### src/rtl/rtg_pkg.sv
package rtg_pkg;

   typedef struct packed {
      logic hsync_n;
      logic csync_n;
      logic irq;
      logic active;
      logic eol;
   } rtg_flags_t;

   localparam rtg_flags_t RTG_FLAGS_RST = '{hsync_n: 1'b0, csync_n: 1'b0,
                                            irq: 1'b0, active: 1'b0, eol: 1'b0};

endpackage

### src/rtl/rtg_hcount.sv
module rtg_hcount #(
   parameter int LINE_CLKS = 1024,
   localparam int XW = $clog2(LINE_CLKS)
) (
   input  logic          clk,
   input  logic          rst,
   output logic [XW-1:0] x_q,
   output logic [XW-1:0] x_d,
   output logic          wrap
);
   localparam logic [XW-1:0] X_LAST = XW'(LINE_CLKS - 1);
   localparam bit POW2 = (LINE_CLKS == (1 << XW));

   assign wrap = (x_q == X_LAST);

   generate
      if (POW2) begin : g_natural_wrap
         assign x_d = x_q + 1'b1;
      end else begin : g_compare_wrap
         assign x_d = wrap ? '0 : x_q + 1'b1;
      end
   endgenerate

   always_ff @(posedge clk) begin
      if (rst) x_q <= '0;
      else     x_q <= x_d;
   end
endmodule

### src/rtl/rtg_vcount.sv
module rtg_vcount #(
   parameter int FRAME_LINES = 312,
   localparam int YW = $clog2(FRAME_LINES)
) (
   input  logic          clk,
   input  logic          rst,
   input  logic          adv,
   output logic [YW-1:0] y_q,
   output logic [YW-1:0] y_d
);
   localparam logic [YW-1:0] Y_LAST = YW'(FRAME_LINES - 1);

   always_comb begin
      y_d = y_q;
      if (adv) y_d = (y_q == Y_LAST) ? '0 : y_q + 1'b1;
   end

   always_ff @(posedge clk) begin
      if (rst) y_q <= '0;
      else     y_q <= y_d;
   end
endmodule

### src/rtl/rtg_decode.sv
module rtg_decode
   import rtg_pkg::*;
#(
   parameter int LINE_CLKS   = 1024,
   parameter int FRAME_LINES = 312,
   parameter int HSYNC_END   = 64,
   parameter int VS_END_LINE = 2,
   parameter int VS_END_X    = 512,
   parameter int ACT_X0      = 256,
   parameter int ACT_W       = 640,
   parameter int ACT_Y0      = 28,
   parameter int ACT_H       = 256,
   localparam int XW = $clog2(LINE_CLKS),
   localparam int YW = $clog2(FRAME_LINES)
) (
   input  logic          clk,
   input  logic          rst,
   input  logic [XW-1:0] x_d,
   input  logic [YW-1:0] y_d,
   output rtg_flags_t    flags_q
);
   localparam logic [XW-1:0] HS_END  = XW'(HSYNC_END);
   localparam logic [XW-1:0] VX_END  = XW'(VS_END_X);
   localparam logic [XW-1:0] X_LAST  = XW'(LINE_CLKS - 1);
   localparam logic [XW-1:0] AX_LO   = XW'(ACT_X0);
   localparam logic [XW-1:0] AX_HI   = XW'(ACT_X0 + ACT_W - 1);
   localparam logic [YW-1:0] VL_END  = YW'(VS_END_LINE);
   localparam logic [YW-1:0] AY_LO   = YW'(ACT_Y0);
   localparam logic [YW-1:0] AY_HI   = YW'(ACT_Y0 + ACT_H - 1);
   localparam logic [YW-1:0] IRQ_LN  = YW'(ACT_Y0 + ACT_H);

   rtg_flags_t flags_d;

   // Flags are computed from the next position so they land with the counters.
   always_comb begin
      flags_d.hsync_n = (x_d >= HS_END);
      flags_d.csync_n = !((y_d < VL_END) || ((y_d == VL_END) && (x_d < VX_END)));
      flags_d.irq     = (y_d >= IRQ_LN);
      flags_d.active  = (x_d >= AX_LO) && (x_d <= AX_HI) &&
                        (y_d >= AY_LO) && (y_d <= AY_HI);
      flags_d.eol     = (x_d == X_LAST);
   end

   always_ff @(posedge clk) begin
      if (rst) flags_q <= RTG_FLAGS_RST;
      else     flags_q <= flags_d;
   end
endmodule

### src/rtl/raster_timing_gen.sv
module raster_timing_gen
   import rtg_pkg::*;
#(
   parameter int LINE_CLKS   = 1024,
   parameter int FRAME_LINES = 312,
   parameter int HSYNC_END   = 64,
   parameter int VS_END_LINE = 2,
   parameter int VS_END_X    = 512,
   parameter int ACT_X0      = 256,
   parameter int ACT_W       = 640,
   parameter int ACT_Y0      = 28,
   parameter int ACT_H       = 256,
   localparam int XW = $clog2(LINE_CLKS),
   localparam int YW = $clog2(FRAME_LINES)
) (
   input  logic          clk,
   input  logic          rst,
   output logic [XW-1:0] x,
   output logic [YW-1:0] y,
   output logic          hsync_n,
   output logic          csync_n,
   output logic          irq_vsync,
   output logic          active,
   output logic          eol
);
   generate
      if (LINE_CLKS < 4) begin : g_bad_line
         $error("LINE_CLKS too small");
      end
      if (HSYNC_END < 1 || HSYNC_END >= LINE_CLKS) begin : g_bad_hs
         $error("HSYNC_END out of line");
      end
      if (VS_END_X >= LINE_CLKS || VS_END_LINE >= FRAME_LINES) begin : g_bad_vs
         $error("vsync end out of frame");
      end
      if (ACT_W < 1 || ACT_X0 + ACT_W > LINE_CLKS) begin : g_bad_ax
         $error("active window exceeds line");
      end
      if (ACT_H < 1 || ACT_Y0 + ACT_H >= FRAME_LINES) begin : g_bad_ay
         $error("active lines leave no interrupt line");
      end
   endgenerate

   logic [XW-1:0] x_d;
   logic [YW-1:0] y_d;
   logic          line_wrap;
   rtg_flags_t    flags;

   rtg_hcount #(.LINE_CLKS(LINE_CLKS)) u_hcount (
      .clk  (clk),
      .rst  (rst),
      .x_q  (x),
      .x_d  (x_d),
      .wrap (line_wrap)
   );

   rtg_vcount #(.FRAME_LINES(FRAME_LINES)) u_vcount (
      .clk (clk),
      .rst (rst),
      .adv (line_wrap),
      .y_q (y),
      .y_d (y_d)
   );

   rtg_decode #(
      .LINE_CLKS(LINE_CLKS), .FRAME_LINES(FRAME_LINES), .HSYNC_END(HSYNC_END),
      .VS_END_LINE(VS_END_LINE), .VS_END_X(VS_END_X), .ACT_X0(ACT_X0),
      .ACT_W(ACT_W), .ACT_Y0(ACT_Y0), .ACT_H(ACT_H)
   ) u_decode (
      .clk     (clk),
      .rst     (rst),
      .x_d     (x_d),
      .y_d     (y_d),
      .flags_q (flags)
   );

   assign hsync_n   = flags.hsync_n;
   assign csync_n   = flags.csync_n;
   assign irq_vsync = flags.irq;
   assign active    = flags.active;
   assign eol       = flags.eol;
endmodule

### config.mk
export PLATFORM = sky130hd
export DESIGN_NAME = raster_timing_gen
export DESIGN_NICKNAME = d
export VERILOG_FILES = /design/src/rtl/rtg_pkg.sv /design/src/rtl/rtg_hcount.sv /design/src/rtl/rtg_vcount.sv /design/src/rtl/rtg_decode.sv /design/src/rtl/raster_timing_gen.sv
export SDC_FILE = /design/constraint.sdc
export NUM_CORES = 1
export LEC_CHECK = 0
export BUFFER_PORTS_ARGS = -buffer_cell sky130_fd_sc_hd__buf_4
export CORE_ASPECT_RATIO = 1.5
export CORE_MARGIN = 4
export CORE_UTILIZATION = 29
export CTS_BUF_LIST = sky130_fd_sc_hd__clkbuf_8
export CTS_CLUSTER_DIAMETER = 40
export DETAILED_ROUTE_END_ITERATION = 6
export GPL_ROUTABILITY_DRIVEN = 0
export PLACE_DENSITY = 0.52
export SETUP_SLACK_MARGIN = 0.3
export SLEW_MARGIN = 20
export SYNTH_ARGS = -nofsm -noshare
export SYNTH_HDL_FRONTEND = slang
export SYNTH_SLANG_ARGS = --single-unit
### constraint.sdc
create_clock -name clk -period 3 [get_ports clk]
set_input_delay 0.6 -clock clk [delete_from_list [all_inputs] [get_ports clk]]
set_output_delay 0.6 -clock clk [all_outputs]
set_load 0.01 [all_outputs]
==> key figures <==
Setup path
  – Slowest Stage Delay on Critical Path: 0.55 ns
  – CP startpoint: u_vcount.y_q[0]$_SDFF_PP0_
  – Critical path fanouts, max: 7
  – Flop2flop setup slack: 0.57 ns
  – Worst path depth: 7
  – Crit-path slowest cell: or4_4
  – Reg2reg start: u_vcount.y_q[0]$_SDFF_PP0_
  – FF-to-FF End: u_decode.flags_q[1]$_SDFF_PP0_
  – Critical path class: reg2reg
  – Setup crit start kind: flip-flop
  – WP data arrival: 2.60 ns
  – Cell family with most CP delay: simple AND/OR/NAND/NOR gates
  – Bufs and invs on worst path: 0
  – Worst r2r path cells: 7
  – Worst setup EP type: flip-flop
  – Worst EP required: 3.16 ns
  – Worst path cell trace: ha_1, nand4_2, or4_4, o31a_1, a211oi_4, nand3_1, and3b_1
  – Crit path capture: u_decode.flags_q[1]$_SDFF_PP0_

Power
  – Net switching power: 0.000117 W
  – Final Total Pwr: 0.000539 W
  – Max IR drop VDD: 0.000129 V
  – Int Pwr: 0.000421 W
  – Clock group share of total power: 0.345
  – PwrDens: 317 nW/µm²
  – Seq pwr share: 0.608
  – Leakage: 0.642 nW
  – Switching Share: 0.218
  – Logic pwr share: 0.046

Timing
  – Tcrit/Tclk final: 0.812
  – RSZ-0062 raised after global routing: false
  – Layout Skew: 0.00178 ns
  – Setup tns final: 0 ns
  – Final Slew Violations: 0
  – Period minus WS final: 2.43 ns
  – Least-Margin Pin Slew: 0.568 ns
  – Final setup vio count: 0
  – Final Hold Viols: 0
  – Max-slew headroom: 0.618
  – Max Fclk: 0.411 GHz

Layout
  – Commonest cells after routing, fill and taps aside: buf_4 (28), dfxtp_1 (24), nor2_1 (23)
  – Antenna Cells: 0
  – Most common cell after layout, fill and taps aside: buf_4
  – Synth-to-layout area growth: 17.5%
  – Fin area: 1700 µm²
  – Share of post-route cells with drive strength above 1: 0.207
  – Fin nets: 195
  – Final cell count without fillers: 254

Logic synthesis
  – Yosys warning count: 0
  – Asr flop ratio synth: 0
  – Post-Synthesis Net Count: 178
  – Synth Area in Simple Gates: 0.334
  – Post-synth top area share: 0.332
  – Yosys reg bits: 24
  – Multiplexer area fraction after synthesis: 0.0139
  – XOR/XNOR share of the synthesized area: 0.0727
  – Synth area leaders: dfxtp_1 (33%), nor2_1 (6.0%), nand3_1 (4.2%)
  – Most used DFF post-synth: dfxtp_1
  – Synth Cell Area: 1450 µm²
  – Synth Area per Inst: 8.35 µm²
  – Number of different library cells in the post-synthesis netlist: 49
  – Post-synth top area cell: dfxtp_1
  – Number of synthesized flops with an enable pin: 0
  – Syn Inst Count: 173
  – Adder-cell share of the synthesized area: 0.0260
  – Post-synthesis compound-gate area fraction: 0.157
  – Sequential area share after synthesis: 0.332
  – Largest family of logic cells by synthesized area: simple AND/OR/NAND/NOR gates

Die
  – I/O pin cnt: 26
  – Die H: 94.5 µm
  – DIE WIDTH: 65.6 µm
  – Die area: 6200 µm²
  – Core ar.: 4850 µm²
  – Initial Util: 0.298
  – # rows: 31

Worst hold path
  – Hold path cells: 1
  – Worst min-delay path class: reg2reg

Clock tree
  – Clock Sinks: 24
  – Post CTS Setup Buffer Count: 0
  – Clock Path Buffers: 2
  – Clock transition at path regs: 0.08 ns
  – H-tree Lvls: 1
  – # hold bufs at CTS: 0
  – Skew-Pair Late Insertion Delay: 0.26 ns
  – PostCTS Resize Cnt: 0
  – Root buffer cell: clkbuf_8
  – Clock tree from TritonCTS: built
  – CTS Buf Count: 3

Detailed routing
  – Final ANT Viol Nets: 0
  – Final wirelength: 3660 µm
  – Vias per cell: 5.25
  – Routed wire per std cell: 14.4 µm
  – Drc violations: 0
  – Total number of vias: 1333
  – Pre-antenna DRT Iters: 4
  – Iter 0 DRT Violations: 62

Global routing
  – Tot GR Track Use: 0.130
  – Largest net degree at the start of global routing: 24
  – Initial antenna violation count: 0
  – First-pass GRT wire length: 6270 µm
  – Gr ovfl total: 0
  – Vias in the first global route: 1314

Place
  – Hpwl dp: 2760 µm
  – Cell Area, Placed: 1660 µm²
  – Port buffer count: 25
  – Inst Count DP: 251

Run status
  – Status: finished, final reports clean

Flow run
  – MaxCap Viol Count: 0
metal layers:
layer  GRT usage  part of all wire
met1       0.142              0.41
met2       0.246              0.55
met3      0.0155             0.031
met4      0.0554             0.010
met5           0                 0
registers in the layout (all words and copies together), names as in the netlist:
register	cells
u_decode.flags_q	5
u_hcount.x_q	10
u_vcount.y_q	9
kinds of logic (layout without fill, tap and decap cells):
group                      count (synthesis)  count (layout)
DFF                                       24              24
and+or+nand+nor                           84              84
AOI/OAI and AO/OA                         29              29
xor gates and xnor gates                  12              12
adders and majority gates                  3               3
buffers and inverters                     19              34
muxes                                      2               2
synthesized netlist by cell type, drive strengths merged (3+ instances only):
master	count
nor2	23
o21ai	4
nand3	12
xor2	6
nor2b	4
and4	3
buf	9
ha	3
o41ai	4
nor4	4
and3	3
nand4	8
inv	3
a21oi	6
nor3	4
dfxtp	24
clkbuf	7
or4	3
xnor2	6
nand2	10
per-stage QoR:
step                setup slack [ns]   util  hold slack [ns]
floorplan                      0.568      -            0.488
global placement               0.616  0.342            0.476
detailed placement             0.569  0.342            0.482
CTS                            0.553  0.350            0.505
global route                   0.427  0.350            0.531
finish                         0.565  0.350            0.498
worst min-delay path by stage:
stage / from / end / slack, ns
3_3_place_gp: u_hcount.x_q[0]$_SDFF_PP0_ / u_hcount.x_q[0]$_SDFF_PP0_ / 0.48
6_report: u_hcount.x_q[0]$_SDFF_PP0_ / u_hcount.x_q[0]$_SDFF_PP0_ / 0.50
2_1_floorplan: u_hcount.x_q[0]$_SDFF_PP0_ / u_hcount.x_q[0]$_SDFF_PP0_ / 0.49
5_1_grt: u_hcount.x_q[0]$_SDFF_PP0_ / u_hcount.x_q[0]$_SDFF_PP0_ / 0.53
3_5_place_dp: u_hcount.x_q[0]$_SDFF_PP0_ / u_hcount.x_q[0]$_SDFF_PP0_ / 0.48
4_1_cts: u_hcount.x_q[0]$_SDFF_PP0_ / u_hcount.x_q[0]$_SDFF_PP0_ / 0.50
cell type report:
cell class                      count  area (µm²)
Timing Repair Buffer               28         210
Clock buffer                        3        41.3
Fill cell                         534        3150
Multi-Input combinational cell    130         872
Inverter                            3        11.3
Tap cell                           66        82.6
Sequential cell                    24         480
power by group through the flow:
stage	Combinational [W]	Clock, W	Sequential [W]
2_1_floorplan	0.0000157	0	0.000334
3_3_place_gp	0.0000254	0	0.000335
3_5_place_dp	0.0000254	0	0.000335
4_1_cts	0.0000255	0.000201	0.000328
5_1_grt	0.0000278	0.000210	0.000329
6_report	0.0000250	0.000186	0.000328
Power figures use the tool's default switching activity.
